File: config.mk
export PLATFORM = sky130hd
export DESIGN_NAME = busclk_waitgen
export DESIGN_NICKNAME = d
export VERILOG_FILES = /design/src/rtl/busclk_pkg.sv /design/src/rtl/busclk_divider.sv /design/src/rtl/busclk_wait_chain.sv /design/src/rtl/busclk_aux_buf.sv /design/src/rtl/busclk_waitgen.sv
export SDC_FILE = /design/constraint.sdc
export NUM_CORES = 1
export LEC_CHECK = 0
export BUFFER_PORTS_ARGS = -buffer_cell sky130_fd_sc_hd__buf_2
export CAP_MARGIN = 20
export CELL_PAD_IN_SITES_DETAIL_PLACEMENT = 0
export CELL_PAD_IN_SITES_GLOBAL_PLACEMENT = 1
export CORE_AREA = 2 2 39 41
export CTS_CLUSTER_DIAMETER = 80
export CTS_CLUSTER_SIZE = 12
export DETAILED_ROUTE_END_ITERATION = 8
export DIE_AREA = 0 0 41 43
export PLACE_DENSITY = 0.39
export SYNTH_ARGS = -nofsm -noshare
export SYNTH_HDL_FRONTEND = slang
export SYNTH_SLANG_ARGS = --single-unit
File: constraint.sdc
create_clock -name clk -period 1.45 [get_ports clk]
set_clock_uncertainty 0.2 [all_clocks]
set_input_delay 0.0725 -clock clk [delete_from_list [all_inputs] [get_ports clk]]
set_output_delay 0.0725 -clock clk [all_outputs]
set_load 0.01 [all_outputs]
File: src/rtl/busclk_pkg.sv
package busclk_pkg;

    // Number of bus-clock falling edges between select capture and acknowledge.
    localparam int unsigned CHAIN_DEPTH = 2;

    // Divider output: level of the bus clock and the falling-edge enable.
    typedef struct packed {
        logic level;
        logic fall_en;
    } divtick_t;

    // Shift a new select sample into the chain, oldest value at the top.
    function automatic logic [CHAIN_DEPTH-1:0] shift_in(
        input logic [CHAIN_DEPTH-1:0] cur,
        input logic                   sample
    );
        return {cur[CHAIN_DEPTH-2:0], sample};
    endfunction

endpackage

File: src/rtl/busclk_divider.sv
module busclk_divider
    import busclk_pkg::*;
(
    input  logic     clk,
    input  logic     rst,
    output divtick_t tick
);
    logic phase_q;

    always_ff @(posedge clk) begin
        if (rst) begin
            phase_q <= 1'b1;
        end else begin
            phase_q <= ~phase_q;
        end
    end

    // The edge taken while phase is high drives the bus clock low.
    always_comb begin
        tick.level   = phase_q;
        tick.fall_en = phase_q & ~rst;
    end
endmodule

File: src/rtl/busclk_wait_chain.sv
module busclk_wait_chain
    import busclk_pkg::*;
(
    input  logic clk,
    input  logic rst,
    input  logic step,
    input  logic sel_n,
    output logic tap,
    output logic ack_n
);
    logic [CHAIN_DEPTH-1:0] stage_q;

    always_ff @(posedge clk) begin
        if (rst) begin
            stage_q <= '1;
        end else if (step) begin
            stage_q <= shift_in(stage_q, sel_n);
        end
    end

    assign tap   = stage_q[0];
    assign ack_n = stage_q[CHAIN_DEPTH-1];
endmodule

File: src/rtl/busclk_aux_buf.sv
module busclk_aux_buf (
    input  logic aux_in,
    output logic aux_pos,
    output logic aux_neg
);
    assign aux_pos = aux_in;
    assign aux_neg = ~aux_in;
endmodule

File: src/rtl/busclk_waitgen.sv
module busclk_waitgen
    import busclk_pkg::*;
(
    input  logic clk,
    input  logic master_rst_n,
    input  logic ram_sel_n,
    input  logic dma_grant,
    input  logic aux_clk,
    output logic bus_clk,
    output logic xfer_ack_n,
    output logic sel_tap,
    output logic aux_clk_buf,
    output logic aux_clk_inv
);
    logic     rst;
    divtick_t tick;
    logic     tap_q;
    logic     ack_q;

    assign rst = ~master_rst_n;

    busclk_divider u_div (
        .clk  (clk),
        .rst  (rst),
        .tick (tick)
    );

    busclk_wait_chain u_chain (
        .clk   (clk),
        .rst   (rst),
        .step  (tick.fall_en),
        .sel_n (ram_sel_n),
        .tap   (tap_q),
        .ack_n (ack_q)
    );

    busclk_aux_buf u_aux (
        .aux_in  (aux_clk),
        .aux_pos (aux_clk_buf),
        .aux_neg (aux_clk_inv)
    );

    // Reset and DMA grant act at once as presets on the outputs.
    assign bus_clk    = tick.level | rst;
    assign sel_tap    = tap_q | rst;
    assign xfer_ack_n = ack_q | rst | dma_grant;
endmodule

==> results_dict.tcl, run 1 <==
set metrics [dict create \
    path_max_fanout 2 \
    grt.total_usage_pct 4.41 \
    postCtsHoldBufs 2 \
    cts_tree "done" \
    io_pins 10 \
    via_count 129 \
    grt_pass1_vias 124 \
    layout_min_cycle_time_ps 1290 \
    synth_top_area_share_pct 47.5 \
    final_util_pct 16.6 \
    power_leakage_nw 0.112 \
    synth-compound-area-share_pct 0 \
    grt_max_degree 5 \
    synth-adder-area-share_pct 0 \
    fin_crit_sh_pct 89.2 \
    finalWirelength_um 270 \
    yosys_register_bits 3 \
    yosysSeqAreaShare_pct 47.5 \
    fmax_mhz 773 \
    cts_made_buffers 3 \
    final_layout_size_suffix_gt1_share_pct 44.4 \
    drtPass1Iterations 2 \
    relSlewSlack_pct 89.2 \
    rsz0062_at_grt "no" \
    drtAntennaViolNets 0 \
    critical_path_arrival_ps 1020 \
    cp-end-kind "output port" \
    place_worst_setup_slack_ps 390 \
    cp-start-kind "flip-flop" \
    setup_viol 0 \
    synthMuxAreaShare_pct 15.8 \
    hold_violations 0 \
    cts-resized-gates 0 \
    synth.avg_cell_area_sq_um 9.72 \
    cts.sinks 3 \
    via_per_inst 3.00 \
    syn_area_sq_um 126 \
    cts.path.max_buffers 2 \
    hold_class "in2out" \
    slew_violations 0 \
    synthSimpleGateAreaFrac_pct 27.7 \
    syn_to_final_growth_pct 82.2 \
    postSynthCellCount 13 \
    start_util_pct 9.13 \
    num_rows 14 \
    synth_xor_area_share_pct 0 \
    synth_top_area_cell "dfxtp_1" \
    critical_path_class "reg2out" \
    min_from "aux_clk" \
    crit_required_ps 1180 \
    grt_pass1_wl_um 462 \
    reg2reg_depth 2 \
    fin_nets 33 \
    vdd_drop_max_v 0.000242 \
    yosys-top-cells-area "dfxtp_1 48%, mux2i_1 16%, or2b_1 12%" \
    fin_setup_tns_ps 0 \
    die_x_um 41 \
    place_inst 37 \
    outcome "finished, final reports clean" \
    clkSlewWorstSetupHoldPaths_ps 40 \
    p_per_area_nw_per_um2 1150 \
    ys_types 7 \
    drc 0 \
    hold_slack_ps 145 \
    instances_no_fill 43 \
    yosysWarnings 0 \
    r2r-start "u_div.phase_q" \
    io_buffers 9 \
    die_area_sq_um 1760 \
    drv_cap 0 \
    drt-initial-drc-count 1 \
    cts_setup_buffers 0 \
    place.gp.congestion 0.495 \
    cts-root-buf "clkbuf_4" \
    tightest_slew_ps 161 \
    syn-num-nets 18 \
    holdPathStages 2 \
    grt-ovfl-total 0 \
    synth_top_family_by_area "simple AND/OR/NAND/NOR gates" \
    wl_per_cell_um 6.28 \
    clock_latency_ps 220 \
    setup_slack_ps 157 \
    die_h_um 43 \
    cts_max_level 1 \
    antenna_found_initial 0 \
    crit_path_start "u_chain.stage_q[1]" \
    antenna_cells 0 \
    fp.coreArea_sq_um 1380 \
]
## cells in the final DEF, fill, tap and decap left out
master / n
nand2_1: 3
buf_2: 9
or2b_1: 2
dfxtp_1: 3
clkbuf_1: 1
dlygate4sd3_1: 2
mux2i_1: 2
or3b_1: 1
clkbuf_4: 3
inv_1: 1
## cells in the mapped netlist, drive strengths merged
master,number
dfxtp,3
nand2,3
mux2i,2
or2b,2
buf,1
inv,1
or3b,1
## cell families after synthesis
kind of cell,Yosys count
buf+inv,2
flops,3
simple gates,6
mux,2
## stage by stage
stage / total power, W / instance area, sq um
finish: 0.000264 / 230
global route: 0.000283 / 230
CTS: 0.000273 / 230
detailed placement: 0.000119 / 184
global placement: 0.000119 / 184
floorplan: 0.000107 / 126
## cell type report
type / instances / area (sq um)
Clock buffer: 4 / 26.3
Multi-Input combinational cell: 8 / 55.1
Timing Repair Buffer: 11 / 65.1
Sequential cell: 3 / 60.1
Tap cell: 16 / 20.0
Inverter: 1 / 3.75
Fill cell: 167 / 1150
## path summary, 6_finish.rpt
path                                           end  slack, ps
worst max-delay path                    xfer_ack_n        160
worst min register to register       u_div.phase_q        230
worst min-delay path                   aux_clk_buf        140
worst max register to register  u_chain.stage_q[0]        490
## sequential cells by signal, summed over array words and instances, names as in the netlist
name	count
u_div.phase_q	1
u_chain.stage_q	2
## layer usage
metal | global-route usage (%) | routed length, um | up-vias
li1 | - | - | 69
met1 | 4.15 | 117 | 54
met2 | 5.00 | 112 | 6
met3 | 4.71 | 40 | 0
met4 | 4.00 | 0 | 0
met5 | 0 | 0 | -
## report_power, final
group,total [W],internal [W],switching [W],leakage [nW]
sequential,0.0000926,0.0000883,0.00000432,0.0249
clock,0.000142,0.000103,0.0000393,0.0150
combinational,0.0000289,0.0000175,0.0000114,0.0725
total,0.000264,0.000209,0.0000550,0.112
## critical path, stage by stage (launching register included)
cell and delay, ps:
dfxtp_1 300, or3b_1 350, buf_2 140
(Power assumes the default switching activity.)
==> run 2, diff against run 1 <==
==> constraint.sdc (replaced) <==
create_clock -name clk -period 1.19 [get_ports clk]
set_clock_uncertainty 0.2 [all_clocks]
set_input_delay 0.0595 -clock clk [delete_from_list [all_inputs] [get_ports clk]]
set_output_delay 0.0595 -clock clk [all_outputs]
set_load 0.01 [all_outputs]
==> run 2 against run 1 <==
Against the previous run:
- utilization increased by 0.36 points
- highest routed layer unchanged
- via count rose by 0.78%
- first-iteration DRC count is 100% higher
- register-to-register slack got worse by 200 ps
- sequential share of layout area rose by 1.6 points
- critical path depth unchanged
- worst setup slack worse by 230 ps
- the run now ends with setup timing left
- global-route usage did not move
- worst hold slack lost 26 ps
==> results_dict.tcl, run 2 (synthesized netlist as in run 1, its figures left out) <==
set metrics [dict create \
    relSlewSlack_pct 92.1 \
    slowest_stage "or3b_1" \
    top_register "u_chain.stage_q" \
    die_area_sq_um 1760 \
    critical_path_class "reg2out" \
    outcome "finished, violations left" \
    cts.sinks 3 \
    final_common_cell "buf_2" \
    top_regs "u_chain.stage_q: 2 flops, u_div.phase_q: 1 flops" \
    grt_pass1_vias 112 \
    cts_max_level 1 \
    hold_violations 0 \
    setup_slack_ps -73.8 \
    fin_nets 33 \
    start_util_pct 9.13 \
    via_per_inst 3.02 \
    placed_cell_area_sq_um 184 \
    die_x_um 41 \
    fin_crit_sh_pct 106 \
    grt_pass1_wl_um 407 \
    via_count 130 \
    cts_made_buffers 3 \
    antenna_found_initial 0 \
    mostFrequentLayoutCells "9 x buf_2, 3 x nand2_1, 3 x clkbuf_4" \
    cp-start-kind "flip-flop" \
    cts_setup_buffers 0 \
    path_max_fanout 2 \
    power_leakage_nw 0.112 \
    cts-root-buf "clkbuf_4" \
    hold_class "in2out" \
    largest_reg_flops 2 \
    grt_max_degree 5 \
    final_area_sq_um 235 \
    layout_min_cycle_time_ps 1260 \
    cp_num_buf_inv 1 \
    slowest_delay_ps 330 \
    drtAntennaViolNets 0 \
    clkSlewWorstSetupHoldPaths_ps 40 \
    grt-ovfl-total 0 \
    io_buffers 9 \
    crit_required_ps 930 \
    tightest_slew_ps 115 \
    power_w 0.000323 \
    violations "setup timing" \
    crit_chain "or3b_1 > buf_2" \
    syn_to_final_growth_pct 86.1 \
    cts.path.max_buffers 2 \
    fin_setup_tns_ps -73.8 \
    final_layout_size_suffix_gt1_share_pct 51.9 \
    fp.coreArea_sq_um 1380 \
    antenna_cells 0 \
    place.gp.congestion 0.523 \
    fill_cells 160 \
    fmax_mhz 791 \
    num_rows 14 \
    critical_path_arrival_ps 1000 \
    clock_latency_ps 230 \
    finalWirelength_um 269 \
    cts_tree "done" \
    drtPass1Iterations 2 \
    slew_violations 0 \
    vdd_drop_max_v 0.000318 \
    drv_cap 0 \
    drt-initial-drc-count 2 \
    drc 0 \
    cp-end-kind "output port" \
    wl_per_cell_um 6.26 \
    io_pins 10 \
    p_per_area_nw_per_um2 1370 \
    die_h_um 43 \
    rsz0062_at_grt "yes" \
    crit_family "simple AND/OR/NAND/NOR gates" \
    setup_viol 1 \
    grt.total_usage_pct 4.41 \
]
run 2: cell counts in the layout (fill, tap and decap cells not counted):
Identical to the previous run, type by type.
run 2: per-layer routing:
metal  vias to the layer above  part of all wire [%]  GRT usage (%)
met4                         0                     0           8.00
met5                         -                     0              0
li1                         68                     -              -
met1                        56                    40           3.51
met2                         6                    43           3.75
met3                         0                    17           4.71
run 2: metrics by stage:
step / hold WS (ps) / utilization (%) / setup slack, ps / std cells
6_report: 119 / 17.0 / -73.8 / 43
3_3_place_gp: 73.3 / 13.3 / 146 / 37
5_1_grt: 126 / 17.0 / -123 / 43
4_1_cts: 120 / 16.8 / -85.6 / 43
2_1_floorplan: -78.6 / - / 235 / 13
3_5_place_dp: 74.9 / 13.3 / 145 / 37
run 2: cell type report:
cell class	count	area [sq um]	share of cell area [%]
Clock buffer	4	26.3	11.2
Sequential cell	3	65.1	27.7
Inverter	1	3.75	1.60
Tap cell	16	20.0	8.51
Multi-Input combinational cell	8	55.1	23.4
Timing Repair Buffer	11	65.1	27.7
run 2: repair_timing:
action	CTS	global route
endpoints found under the setup margin	2	2
gates resized for setup	2	1
pin swaps	1	0
hold buffers	2	0
endpoints found under the hold margin	3	0
run 2: path summary, 6_finish.rpt:
kind / from / endpoint / slack, ps / cells past startpoint
max reg2reg: u_div.phase_q / u_chain.stage_q[0] / 290 / 2
min: aux_clk / aux_clk_buf / 120 / 2
min reg2reg: u_div.phase_q / u_div.phase_q / 230 / 1
max: u_chain.stage_q[1] / xfer_ack_n / -70 / 2
run 2: report_power, final:
group          internal, W  switching, W  total (W)
registers         0.000107    0.00000519   0.000113
clock network     0.000125     0.0000496   0.000175
logic            0.0000213     0.0000138  0.0000352
total             0.000254     0.0000686   0.000323
==> run 3, diff against run 2 <==
--- a/config.mk
+++ b/config.mk
@@ -14,7 +14,9 @@
 export CTS_CLUSTER_SIZE = 12
 export DETAILED_ROUTE_END_ITERATION = 8
 export DIE_AREA = 0 0 41 43
-export PLACE_DENSITY = 0.39
+export PLACE_DENSITY = 0.4
+export RECOVER_POWER = 100
+export REMOVE_ABC_BUFFERS = 1
 export SYNTH_ARGS = -nofsm -noshare
 export SYNTH_HDL_FRONTEND = slang
 export SYNTH_SLANG_ARGS = --single-unit
==> constraint.sdc (replaced) <==
create_clock -name clk -period 1.16 [get_ports clk]
set_clock_uncertainty 0.2 [all_clocks]
set_input_delay 0.058 -clock clk [delete_from_list [all_inputs] [get_ports clk]]
set_output_delay 0.058 -clock clk [all_outputs]
set_load 0.01 [all_outputs]
==> run 3 against run 2 <==
Against the previous run:
- the flow still finishes with violations (setup timing)
- flip-flop and latch count unchanged
- worst setup slack lost 64 ps
- routed wire length is 36% higher
- count of clock-buffer cells in the layout unchanged
- first-iteration DRC count down 100%
- combinational power rose by 13%
- non-clock buffer count increased by 1
- cell count increased by 2.3%
- sequential share of layout area shrank 0.39 points
- utilization is 0.090 points lower
- register-to-register slack got worse by 220 ps
- highest routed layer unchanged
==> results_dict.tcl, run 3 (synthesized netlist as in run 1, its figures left out) <==
set metrics [dict create \
    outcome "finished, violations left" \
    violations "setup timing" \
    holdPathStages 2 \
    top_regs "u_chain.stage_q: 2 flops, u_div.phase_q: 1 flops" \
    cp-end-kind "output port" \
    relSlewSlack_pct 87.3 \
    critical_path_class "reg2out" \
    io_pins 10 \
    clkSlewWorstSetupHoldPaths_ps 40 \
    rsz0062_at_grt "yes" \
    fill_cells 163 \
    critical_path_arrival_ps 1040 \
    slew_violations 0 \
    setup_slack_ps -138 \
    grt.total_usage_pct 4.61 \
    final_util_pct 16.9 \
    fmax_mhz 770 \
    antenna_found_initial 0 \
    start_util_pct 9.13 \
    wl_per_cell_um 8.30 \
    die_area_sq_um 1760 \
    power_w 0.000336 \
    placed_cell_area_sq_um 184 \
    place_inst 37 \
    grt_max_degree 5 \
    drc 0 \
    slowest_stage "or3b_1" \
    r2r-start "u_div.phase_q" \
    hold_violations 0 \
    grt_pass1_vias 120 \
    num_rows 14 \
    via_count 136 \
    register_area_sq_um 63.8 \
    holdPathEnd "aux_clk_buf" \
    clock_latency_ps 230 \
    io_buffers 9 \
    cts.sinks 3 \
    layout_min_cycle_time_ps 1300 \
    final_area_sq_um 234 \
    fin_nets 34 \
    hold_class "in2out" \
    fp.coreArea_sq_um 1380 \
    setup_viol 1 \
    drtPass1Iterations 1 \
    cp-start-kind "flip-flop" \
    mostFrequentLayoutCells "6 x buf_2, 5 x clkbuf_1, 3 x nand2_1, 3 x clkbuf_4, 3 x dfxtp_2" \
    power_leakage_nw 0.104 \
    slowest_delay_ps 360 \
    finalWirelength_um 365 \
    r2r_setup_slack_ps 70 \
    drtAntennaViolNets 0 \
    path_max_fanout 2 \
    die_h_um 43 \
    drt-initial-drc-count 0 \
    grt_pass1_wl_um 496 \
    largest_reg_flops 2 \
    cts_tree "done" \
    p_per_area_nw_per_um2 1440 \
    syn_to_final_growth_pct 85.1 \
    cts_max_level 1 \
    place_worst_setup_slack_ps 81.0 \
    fin_crit_sh_pct 112 \
    die_x_um 41 \
    drv_cap 0 \
    final_common_cell "buf_2" \
    antenna_cells 0 \
    instances_no_fill 44 \
    cts_made_buffers 3 \
    min_from "aux_clk" \
    cts.path.max_buffers 2 \
    reg2reg_depth 3 \
    multi_input_area_sq_um 55.1 \
    crit_required_ps 900 \
    final_layout_size_suffix_gt1_share_pct 42.9 \
    rr_endpoint "u_chain.stage_q[0]" \
    via_per_inst 3.09 \
    cts-root-buf "clkbuf_4" \
    crit_chain "or3b_1 > buf_2" \
    grt-ovfl-total 0 \
    top_register "u_chain.stage_q" \
    place.gp.congestion 0.533 \
    vdd_drop_max_v 0.000424 \
    tightest_slew_ps 190 \
]
==> run 3: cell types whose count changed in the layout (fill, tap and decap cells not counted) <==
cell,before,now
dfxtp_2,1,3
clkbuf_1,1,5
buf_2,9,6
dfxtp_1,1,0
dfxtp_4,1,0
==> run 3: metrics by stage <==
step / TNS [ps] / hold WS, ps
floorplan: 0 / -84.0
global placement: 0 / 65.8
detailed placement: 0 / 70.4
CTS: -145 / 118
global route: -210 / 164
finish: -138 / 136
==> run 3: layout make-up <==
cell class                      count  share of cell area [%]
Clock buffer                        4                    11.2
Inverter                            1                    1.60
Multi-Input combinational cell      8                    23.5
Sequential cell                     3                    27.3
Tap cell                           16                    8.56
Timing Repair Buffer               12                    27.8
==> run 3: critical path: cells and delay by family, from the launching register on <==
kind | cells | cell delay [ps]
flops | 1 | 310
simple gates | 1 | 360
buf+inv | 1 | 150
==> run 3: timing repair <==
action | CTS | global route
endpoints found under the setup margin | 2 | 3
pin swaps | 1 | 0
endpoints found under the hold margin | 3 | 0
gates resized for setup | 1 | 2
cloned | 0 | 0
hold buffers | 2 | 0
setup buffers | 1 | 0
==> run 3: worst max path at each step <==
| stage | to | start | slack (ps) | depth (start not counted) |
|---|---|---|---|---|
| CTS | xfer_ack_n | u_chain.stage_q[1] | -150 | 2 |
| floorplan | xfer_ack_n | u_chain.stage_q[1] | 210 | 1 |
| detailed placement | xfer_ack_n | u_chain.stage_q[1] | 80 | 2 |
| global placement | xfer_ack_n | u_chain.stage_q[1] | 100 | 2 |
| finish | xfer_ack_n | u_chain.stage_q[1] | -140 | 2 |
| global route | xfer_ack_n | u_chain.stage_q[1] | -170 | 2 |
==> run 3: per-layer routing <==
metal	up-vias	part of all wire, %	track usage, %
li1	70	-	-
met1	56	49	6.09
met2	10	34	4.69
met3	0	16	4.71
met4	0	0	2.00
met5	-	0	0
==> run 3: where the power goes <==
group	total, W	switching, W	internal, W
combinational	0.0000399	0.0000185	0.0000214
clock	0.000181	0.0000519	0.000129
sequential	0.000115	0.00000387	0.000112
